<file path="config.mk">
export PLATFORM = sky130hd
export DESIGN_NAME = squeeze_pipe
export DESIGN_NICKNAME = d
export VERILOG_FILES = /design/src/rtl/sp_pkg.sv /design/src/rtl/sp_move_logic.sv /design/src/rtl/sp_stage_chain.sv /design/src/rtl/squeeze_pipe.sv
export SDC_FILE = /design/constraint.sdc
export NUM_CORES = 1
export LEC_CHECK = 0
export BUFFER_PORTS_ARGS = -buffer_cell sky130_fd_sc_hd__buf_2
export CAP_MARGIN = 30
export CORE_UTILIZATION = 53
export CTS_BUF_LIST = sky130_fd_sc_hd__clkbuf_16
export DETAILED_ROUTE_END_ITERATION = 8
export HOLD_SLACK_MARGIN = 0.08
export PLACE_DENSITY = 0.76
export SYNTH_ARGS = -nofsm -noshare
export SYNTH_HDL_FRONTEND = slang
export SYNTH_HIERARCHICAL = 1
export SYNTH_SLANG_ARGS = --single-unit
</file>
<file path="constraint.sdc">
create_clock -name clk -period 2.5 [get_ports clk]
set_input_delay 0.25 -clock clk [delete_from_list [all_inputs] [get_ports clk]]
set_output_delay 0.25 -clock clk [all_outputs]
set_load 0.005 [all_outputs]
</file>
<file path="src/rtl/sp_pkg.sv">
`timescale 1ns/1ps
package sp_pkg;

    // Selects which optional boundary registers wrap the retimable stages.
    typedef enum logic [1:0] {
        SP_EDGE_NONE = 2'd0,
        SP_EDGE_IN   = 2'd1,
        SP_EDGE_OUT  = 2'd2,
        SP_EDGE_BOTH = 2'd3
    } sp_edge_e;

    function automatic bit sp_has_in(sp_edge_e e);
        return (e == SP_EDGE_IN) || (e == SP_EDGE_BOTH);
    endfunction

    function automatic bit sp_has_out(sp_edge_e e);
        return (e == SP_EDGE_OUT) || (e == SP_EDGE_BOTH);
    endfunction

endpackage

</file>
<file path="src/rtl/sp_move_logic.sv">
`timescale 1ns/1ps
// Decides, from head to tail, which occupied stages hand their word on.
module sp_move_logic #(
    parameter int DEPTH = 4
) (
    input  logic [DEPTH-1:0] occ,
    input  logic             sink_ready,
    output logic [DEPTH-1:0] leave,
    output logic             src_ready
);

    always_comb begin
        logic room_after;
        room_after = sink_ready;
        for (int i = DEPTH - 1; i >= 0; i--) begin
            leave[i]   = occ[i] & room_after;
            room_after = ~occ[i] | leave[i];
        end
        src_ready = room_after;
    end

endmodule

</file>
<file path="src/rtl/sp_stage_chain.sv">
`timescale 1ns/1ps
module sp_stage_chain #(
    parameter int DEPTH = 4,
    parameter int WIDTH = 16
) (
    input  logic             clk,
    input  logic             rst,
    input  logic             in_valid,
    output logic             in_ready,
    input  logic [WIDTH-1:0] in_data,
    output logic             out_valid,
    input  logic             out_ready,
    output logic [WIDTH-1:0] out_data
);

    typedef struct packed {
        logic             vld;
        logic [WIDTH-1:0] dat;
    } slot_t;

    localparam int HEAD = DEPTH - 1;

    logic [DEPTH-1:0] occ;
    logic [DEPTH-1:0] leave;

    sp_move_logic #(.DEPTH(DEPTH)) u_move (
        .occ        (occ),
        .sink_ready (out_ready),
        .leave      (leave),
        .src_ready  (in_ready)
    );

    for (genvar i = 0; i < DEPTH; i++) begin : g_stage
        slot_t            slot_q;
        logic             load_w;
        logic [WIDTH-1:0] src_dat;

        if (i == 0) begin : g_first
            assign load_w  = in_valid & in_ready;
            assign src_dat = in_data;
        end else begin : g_next
            assign load_w  = leave[i-1];
            assign src_dat = g_stage[i-1].slot_q.dat;
        end

        // Only the valid flag is reset; data is qualified by it.
        always_ff @(posedge clk) begin
            if (rst) slot_q.vld <= 1'b0;
            else     slot_q.vld <= load_w | (slot_q.vld & ~leave[i]);
            if (load_w) slot_q.dat <= src_dat;
        end

        assign occ[i] = slot_q.vld;
    end

    assign out_valid = g_stage[HEAD].slot_q.vld;
    assign out_data  = g_stage[HEAD].slot_q.dat;

    // Reset leaves the chain empty.
    assert_reset_empty_R1: assert property (@(posedge clk) disable iff (rst)
        $fell(rst) |-> (occ == '0));

    // Occupancy moves only by accepted and delivered words.
    assert_conserve_R6: assert property (@(posedge clk) disable iff (rst)
        !$past(rst) |-> $countones(occ) ==
            $past($countones(occ)) + int'($past(in_valid & in_ready))
                                   - int'($past(out_valid & out_ready)));

    // A word never waits behind an empty successor.
    for (genvar i = 0; i < DEPTH - 1; i++) begin : g_collapse_chk
        assert_collapse_R7: assert property (@(posedge clk) disable iff (rst)
            (occ[i] && !occ[i+1]) |=> occ[i+1]);
    end

endmodule

</file>
<file path="src/rtl/squeeze_pipe.sv">
`timescale 1ns/1ps
module squeeze_pipe
    import sp_pkg::*;
#(
    parameter int       WIDTH = 16,
    parameter int       DEPTH = 4,
    parameter sp_edge_e EDGES = SP_EDGE_NONE
) (
    input  logic             clk,
    input  logic             rst,
    input  logic             in_valid,
    output logic             in_ready,
    input  logic [WIDTH-1:0] in_data,
    output logic             out_valid,
    input  logic             out_ready,
    output logic [WIDTH-1:0] out_data
);

    localparam bit HAS_IN  = sp_has_in(EDGES);
    localparam bit HAS_OUT = sp_has_out(EDGES);

    logic             a_valid, a_ready;
    logic [WIDTH-1:0] a_data;
    logic             b_valid, b_ready;
    logic [WIDTH-1:0] b_data;

    if (HAS_IN) begin : g_in_reg
        sp_stage_chain #(.DEPTH(1), .WIDTH(WIDTH)) u_in (
            .clk(clk), .rst(rst),
            .in_valid(in_valid), .in_ready(in_ready), .in_data(in_data),
            .out_valid(a_valid), .out_ready(a_ready), .out_data(a_data)
        );
    end else begin : g_in_wire
        assign a_valid  = in_valid;
        assign a_data   = in_data;
        assign in_ready = a_ready;
    end

    sp_stage_chain #(.DEPTH(DEPTH), .WIDTH(WIDTH)) u_core (
        .clk(clk), .rst(rst),
        .in_valid(a_valid), .in_ready(a_ready), .in_data(a_data),
        .out_valid(b_valid), .out_ready(b_ready), .out_data(b_data)
    );

    if (HAS_OUT) begin : g_out_reg
        sp_stage_chain #(.DEPTH(1), .WIDTH(WIDTH)) u_out (
            .clk(clk), .rst(rst),
            .in_valid(b_valid), .in_ready(b_ready), .in_data(b_data),
            .out_valid(out_valid), .out_ready(out_ready), .out_data(out_data)
        );
    end else begin : g_out_wire
        assign out_valid = b_valid;
        assign out_data  = b_data;
        assign b_ready   = out_ready;
    end

    // A refused head keeps its word.
    assert_stall_hold_R4: assert property (@(posedge clk) disable iff (rst)
        (out_valid && !out_ready) |=> (out_valid && $stable(out_data)));

    // Backpressure reaches the input only through a refused, full output.
    assert_ready_room_R5: assert property (@(posedge clk) disable iff (rst)
        !in_ready |-> (out_valid && !out_ready));

endmodule

</file>
# Word level (Yosys, flattened, before mapping)
# Index checks and enable logic that the tools add are counted.
# W data, S select, Z words.
[totals] rom_bits=0 inputBits=20 ramBits=0 latch_bits=0 output_inout_bits=18 register_bits=68 mem_count=0
[op_classes] div_mod_pow=0 addsub=0 multipliers=0 reduce_logical=0 n_bitwise=25 magnitude_cmp=0 shifts=0 n_mux=0 n_eq_ne=0
[ops] cell="$and A1 B1 Y1" count=9
[ops] cell="$not A1 Y1" count=8
[ops] cell="$or A1 B1 Y1" count=8

# Depth between registers and ports, before layout
[logic_depth] word_depth=10 ltp_mapped=4 mapped_depth_nobuf=4

# Modules after synthesis
# The synthesis kept the hierarchy.
[modules_own_cells] module="sp_stage_chain" cells_each=81 area_each_um2=2065.7 instances=1
[modules_own_cells] module="sp_move_logic" cells_each=7 area_each_um2=50.0 instances=1

# Worst setup path after synthesis
# OpenSTA, ideal clock, no wires.
[synth_timing] kind="register to register" startpoint="reg u_core.g_stage[3].slot_q, in the netlist u_core/out_valid" endpoint="reg u_core.g_stage[3].slot_q, in the netlist u_core/out_data[0] (enable)" arrival_ns=1.650 required_ns=2.082 path_slack_ns=0.432 setup_ns=0.418 path_buffers=0 path_stages_with_launch=2 path_cell_list="dfxtp_1 a21boi_0"
[synth_via] elab_chain_cells=3 word_cells_on_any_way=4 classes_between="4 x bitwise"
[synth_lines] item="start, declared" line="sp_stage_chain.sv:34" rtl="slot_t slot_q;"
[synth_lines] item="$and A1 B1 Y1 / $not A1 Y1 (equally long branches)" line="sp_move_logic.sv:16, sp_move_logic.sv:17"
[synth_lines] item="$or A1 B1 Y1 (*)" line="sp_move_logic.sv:17" rtl="room_after = ~occ[i] | leave[i];"
[synth_lines] item="$and A1 B1 Y1 (*)" line="sp_move_logic.sv:16" rtl="leave[i] = occ[i] & room_after;"
[synth_lines] item="net u_core.leave[2]" line="sp_stage_chain.sv:24" rtl="logic [DEPTH-1:0] leave;"
# The timed path passes the listed nets; every way through them passes the cells marked *.
# A chain may end at the register's enable or synchronous reset.

# Worst setup path after layout
[layout_timing] startpoint="reg u_core.g_stage[3].slot_q, in the netlist u_core/out_valid" endpoint="reg u_core/g_stage[0].slot_q[16] (netlist bit)"
[layout_via] elab_chain_cells=10 word_cells_on_any_way=13 classes_between="13 x bitwise"
[layout_lines] item="$and A1 B1 Y1 / $not A1 Y1 (equally long branches)" line="sp_move_logic.sv:16, sp_move_logic.sv:17"
[layout_lines] item="$or A1 B1 Y1 (*)" line="sp_move_logic.sv:17"
[layout_lines] item="$and A1 B1 Y1 (*)" line="sp_move_logic.sv:16"
[layout_lines] item="$or A1 B1 Y1 (*)" line="sp_move_logic.sv:17"
[layout_lines] item="$and A1 B1 Y1 (*)" line="sp_move_logic.sv:16"
[layout_lines] item="$or A1 B1 Y1 (*)" line="sp_move_logic.sv:17"
[layout_lines] item="$and A1 B1 Y1 (*)" line="sp_move_logic.sv:16"
[layout_lines] item="net u_core.leave[0]" line="sp_stage_chain.sv:24"
[layout_lines] item="$or A1 B1 Y1 / $not A1 Y1 (equally long branches)" line="sp_move_logic.sv:17, sp_stage_chain.sv:49"
[layout_lines] item="$and A1 B1 Y1 (on tied branches)" line="sp_stage_chain.sv:39, sp_stage_chain.sv:49"
[layout_lines] item="$or A1 B1 Y1 (*)" line="sp_stage_chain.sv:49" rtl="else slot_q.vld <= load_w | (slot_q.vld & ~leave[i]);"
[layout_lines] item="end, declared" line="sp_stage_chain.sv:34"
# Marked as above.

==> implementation parameters <==
Parameter                              Value

Global route
  Pin count of the biggest net entering global routing ... 19
  Total grt overflow ... 0
  Total track usage ... 13.4%
  Global-route wire length before repair ... 3.59 mm
  Vias in the first global route ... 800
  Initial antenna violation count ... 0

Power
  Portion of total power attributed to the clock network ... approximately two fifths
  Peak supply drop ... 0.630 mV
  Switching part of the total ... 18.0%
  Sw Pwr ... 443 uW
  Leakage power figure ... around 0.00099 uW
  Cell-internal power ... about 2000 uW
  Power density cells ... 933 nW/um2
  Sequential cell fraction of total power ... 55.2%
  Fraction of power consumed by combinational cells ... under 10%

STA
  Share of the cycle needed by the critical path after routing ... 63.6%
  Min Tclk post-route ... approximately 1.6 ns
  Worst slew pin tran ... approximately 0.84 ns
  Setup Viol. Count Final ... 0
  Final-layout setup total negative slack ... 0 ns
  Worst slew margin ... 43.6%
  Hold Fails Final Rpt ... 0
  Worst clock skew ... 0.00268 ns
  Number of max-slew violations in the final report ... 0
  Post-layout worst setup margin ... 0.911 ns
  Worst hold slack ... 0.110 ns
  Unrepaired setup endpoints after global routing ... no
  Highest Clock Rate ... 629 MHz

Setup path
  Reg2Reg Capture Point ... u_core/g_stage[0].slot_q[16]$_SDFF_PP0_
  Arrival time reported for the critical path endpoint ... 1.79 ns
  Register-to-register setup slack ... 0.91 ns
  Slowest Stage Delay on Critical Path ... 0.66 ns
  Kind of start point of the critical path ... flip-flop
  Worst Setup End Kind ... flip-flop
  Data required time of the worst path ... about 2.7 ns
  Highest net fanout along the worst path ... 18
  Buffering stage count on the worst path with inverters included ... 0
  Slowest stage cell on the critical path ... sky130_fd_sc_hd__a21boi_2
  Cells along the critical path ... and3b_1 > a21boi_2 > nand2b_1 > a21oi_1
  R2R cell count ... 4
  Startpoint of the worst register-to-register path ... u_core/out_valid$_SDFF_PP0_
  Cell family with the largest share of critical-path delay ... compound AO/OA/AOI/OAI gates
  Critical path type ... reg2reg
  Worst setup path startpoint ... u_core/out_valid$_SDFF_PP0_

Floorplan
  DIE AREA ... 4250 um2
  I/O pin count ... 38
  Cell Rows ... 22
  DIE WIDTH ... 65.2 um
  DIE HEIGHT ... between 60 and 70 um
  Core area ... 3740 um2
  Starting density of the core ... 56.5%

Yosys
  Synthesized instance count ... 88
  Average cell area after synthesis ... 24.0 um2
  Synth Register Bits ... 68
  Most area-consuming cells after synthesis ... sky130_fd_sc_hd__edfxtp_1 (91%), sky130_fd_sc_hd__dfxtp_1 (3.8%), sky130_fd_sc_hd__nand2b_1 (1.2%)
  Number of library cell types mapped by synthesis ... 12
  Sequential share of the synthesized area ... 94.6%
  Synthesized cell area ... ~2100 um2
  Fraction of post-synthesis cell area in the top cell type by area ... 90.8%
  Cell type with the largest total area after synthesis ... sky130_fd_sc_hd__edfxtp_1
  Synthesized net count ... 108
  Ys Warns ... 6

Finish
  Commonest cells after routing, fill and taps aside ... sky130_fd_sc_hd__edfxtp_1 (64), sky130_fd_sc_hd__buf_2 (37), sky130_fd_sc_hd__clkbuf_16 (9), sky130_fd_sc_hd__inv_1 (9)
  Most frequent standard cell in the layout excluding fill and tap cells ... sky130_fd_sc_hd__edfxtp_1
  Area growth, synth to finish ... 24.3%
  Final net count ... between 150 and 200
  Layout cells sized above 1 ... 36.4%
  Final cell utilization of the core ... 70.3%
  ANT cells ... 0

Worst hold path
  Endpoint with the worst hold slack ... u_core/g_stage[1].src_dat[14]$_DFFE_PP_
  Critical hold path startpoint ... in_data[14]
  Min-Delay Path Class ... in2reg
  Hold path cells ... 1

Clock network
  Number of buffers inserted during clock tree synthesis ... 9
  Clock latency of the later-clocked register in the worst-skew pair ... approximately 0.31 ns
  Clk pin slew, worst setup/hold paths ... 0.05 ns
  Maximum root-to-sink buffer count ... 2
  Buffer count from post-CTS setup fixing ... 0
  CTS Hold Bufs ... 0
  CTS tree ... yes
  Clock sink total ... a little under 70
  H-Tree Depth ... 3
  # resized after CTS ... 0
  Clock root buffer master ... sky130_fd_sc_hd__clkbuf_16

Detailed routing
  Number of vias in the routed layout ... 859
  Total DRC errors in the routed layout ... 0
  Initial drt markers ... 37
  Routed wirelength normalized by instance count ... 11.7 um
  Overall routed net length ... 2.23 mm
  Count of TritonRoute iterations in the first routing pass ... 5
  Routed vias/inst ... 4.50
  Remaining antenna violation count after routing ... 0

Outcome
  Run status ... complete, no violations

Place
  Final weighted congestion of routability-driven global placement ... 0.692
  HPWL after DPL ... 1.43 mm
  Port Buf Inserts ... 37
  Pre-CTS WS ... 0.884 ns

Run
  Max-cap check violation count ... 0
state kept, by name (all words and copies together) (netlist names):
signal / count
u_core/g_stage.src_dat: 48
u_core/out_data: 16
u_core/g_stage.slot_q: 3
u_core/out_valid: 1
layout make-up:
type,instances,area (um2)
Fill cell,240,1110
Clock buffer,9,225
Clock inverter,7,28.8
Tap cell,48,60.1
Sequential cell,68,2000
Timing Repair Buffer,39,200
Multi-Input combinational cell,15,95.1
Inverter,5,18.8
worst max-delay path by stage:
stage                                              endpoint  slack (ns)  cells past startpoint
CTS                 u_core/g_stage[0].slot_q[16]$_SDFF_PP0_        0.90                      4
finish              u_core/g_stage[0].slot_q[16]$_SDFF_PP0_        0.91                      4
global placement     u_core/g_stage[2].src_dat[7]$_DFFE_PP_        0.95                      3
detailed placement  u_core/g_stage[0].slot_q[16]$_SDFF_PP0_        0.88                      5
floorplan                      u_core/out_data[0]$_DFFE_PP_        0.43                      1
global route        u_core/g_stage[0].slot_q[16]$_SDFF_PP0_        0.76                      4
worst register-to-register path, delay by kind of cell (launching register included):
family	cells	cell delay [ns]
AOI/OAI and AO/OA	2	0.73
and+or+nand+nor	2	0.42
DFF	1	0.33
synthesized netlist by cell type:
| cell | instances |
|---|---|
| sky130_fd_sc_hd__edfxtp_1 | 64 |
| sky130_fd_sc_hd__inv_1 | 5 |
| sky130_fd_sc_hd__a21oi_1 | 4 |
| sky130_fd_sc_hd__dfxtp_1 | 4 |
| sky130_fd_sc_hd__nand2b_1 | 4 |
| sky130_fd_sc_hd__a21boi_0 | 1 |
| sky130_fd_sc_hd__a21boi_2 | 1 |
| sky130_fd_sc_hd__and2_2 | 1 |
| sky130_fd_sc_hd__and3b_1 | 1 |
| sky130_fd_sc_hd__nand2_1 | 1 |
| sky130_fd_sc_hd__nand3_1 | 1 |
| sky130_fd_sc_hd__nor2b_1 | 1 |
metal layers:
| layer | global-route usage [%] | vias to the layer above | part of all wire (%) |
|---|---|---|---|
| met5 | 0 | - | 0 |
| met4 | 17.1 | 0 | 2.9 |
| met3 | 5.38 | 4 | 4.1 |
| met2 | 18.4 | 26 | 49 |
| met1 | 13.7 | 389 | 44 |
| li1 | - | 440 | - |
power by group through the flow:
stage / logic (uW) / clock network (uW) / registers [uW]
global route: 82.7 / 1110 / 1360
CTS: 73.4 / 1050 / 1360
global placement: 69.9 / 0 / 1370
finish: 72.7 / 1030 / 1360
floorplan: 31.8 / 0 / 1370
detailed placement: 73.3 / 0 / 1380
per-stage QoR:
stage	std cells	total power [uW]	instance area [um2]
floorplan	88	1410	2120
finish	191	2450	2630
global route	191	2550	2630
detailed placement	175	1450	2380
CTS	191	2480	2630
global placement	175	1440	2380
logic make-up after synthesis:
group,Yosys count,synth area share (%)
DFF,68,94.6
AOI/OAI and AO/OA,6,1.83
buffers and inverters,5,0.887
and+or+nand+nor,9,2.66
Power figures use the tool's default switching activity.
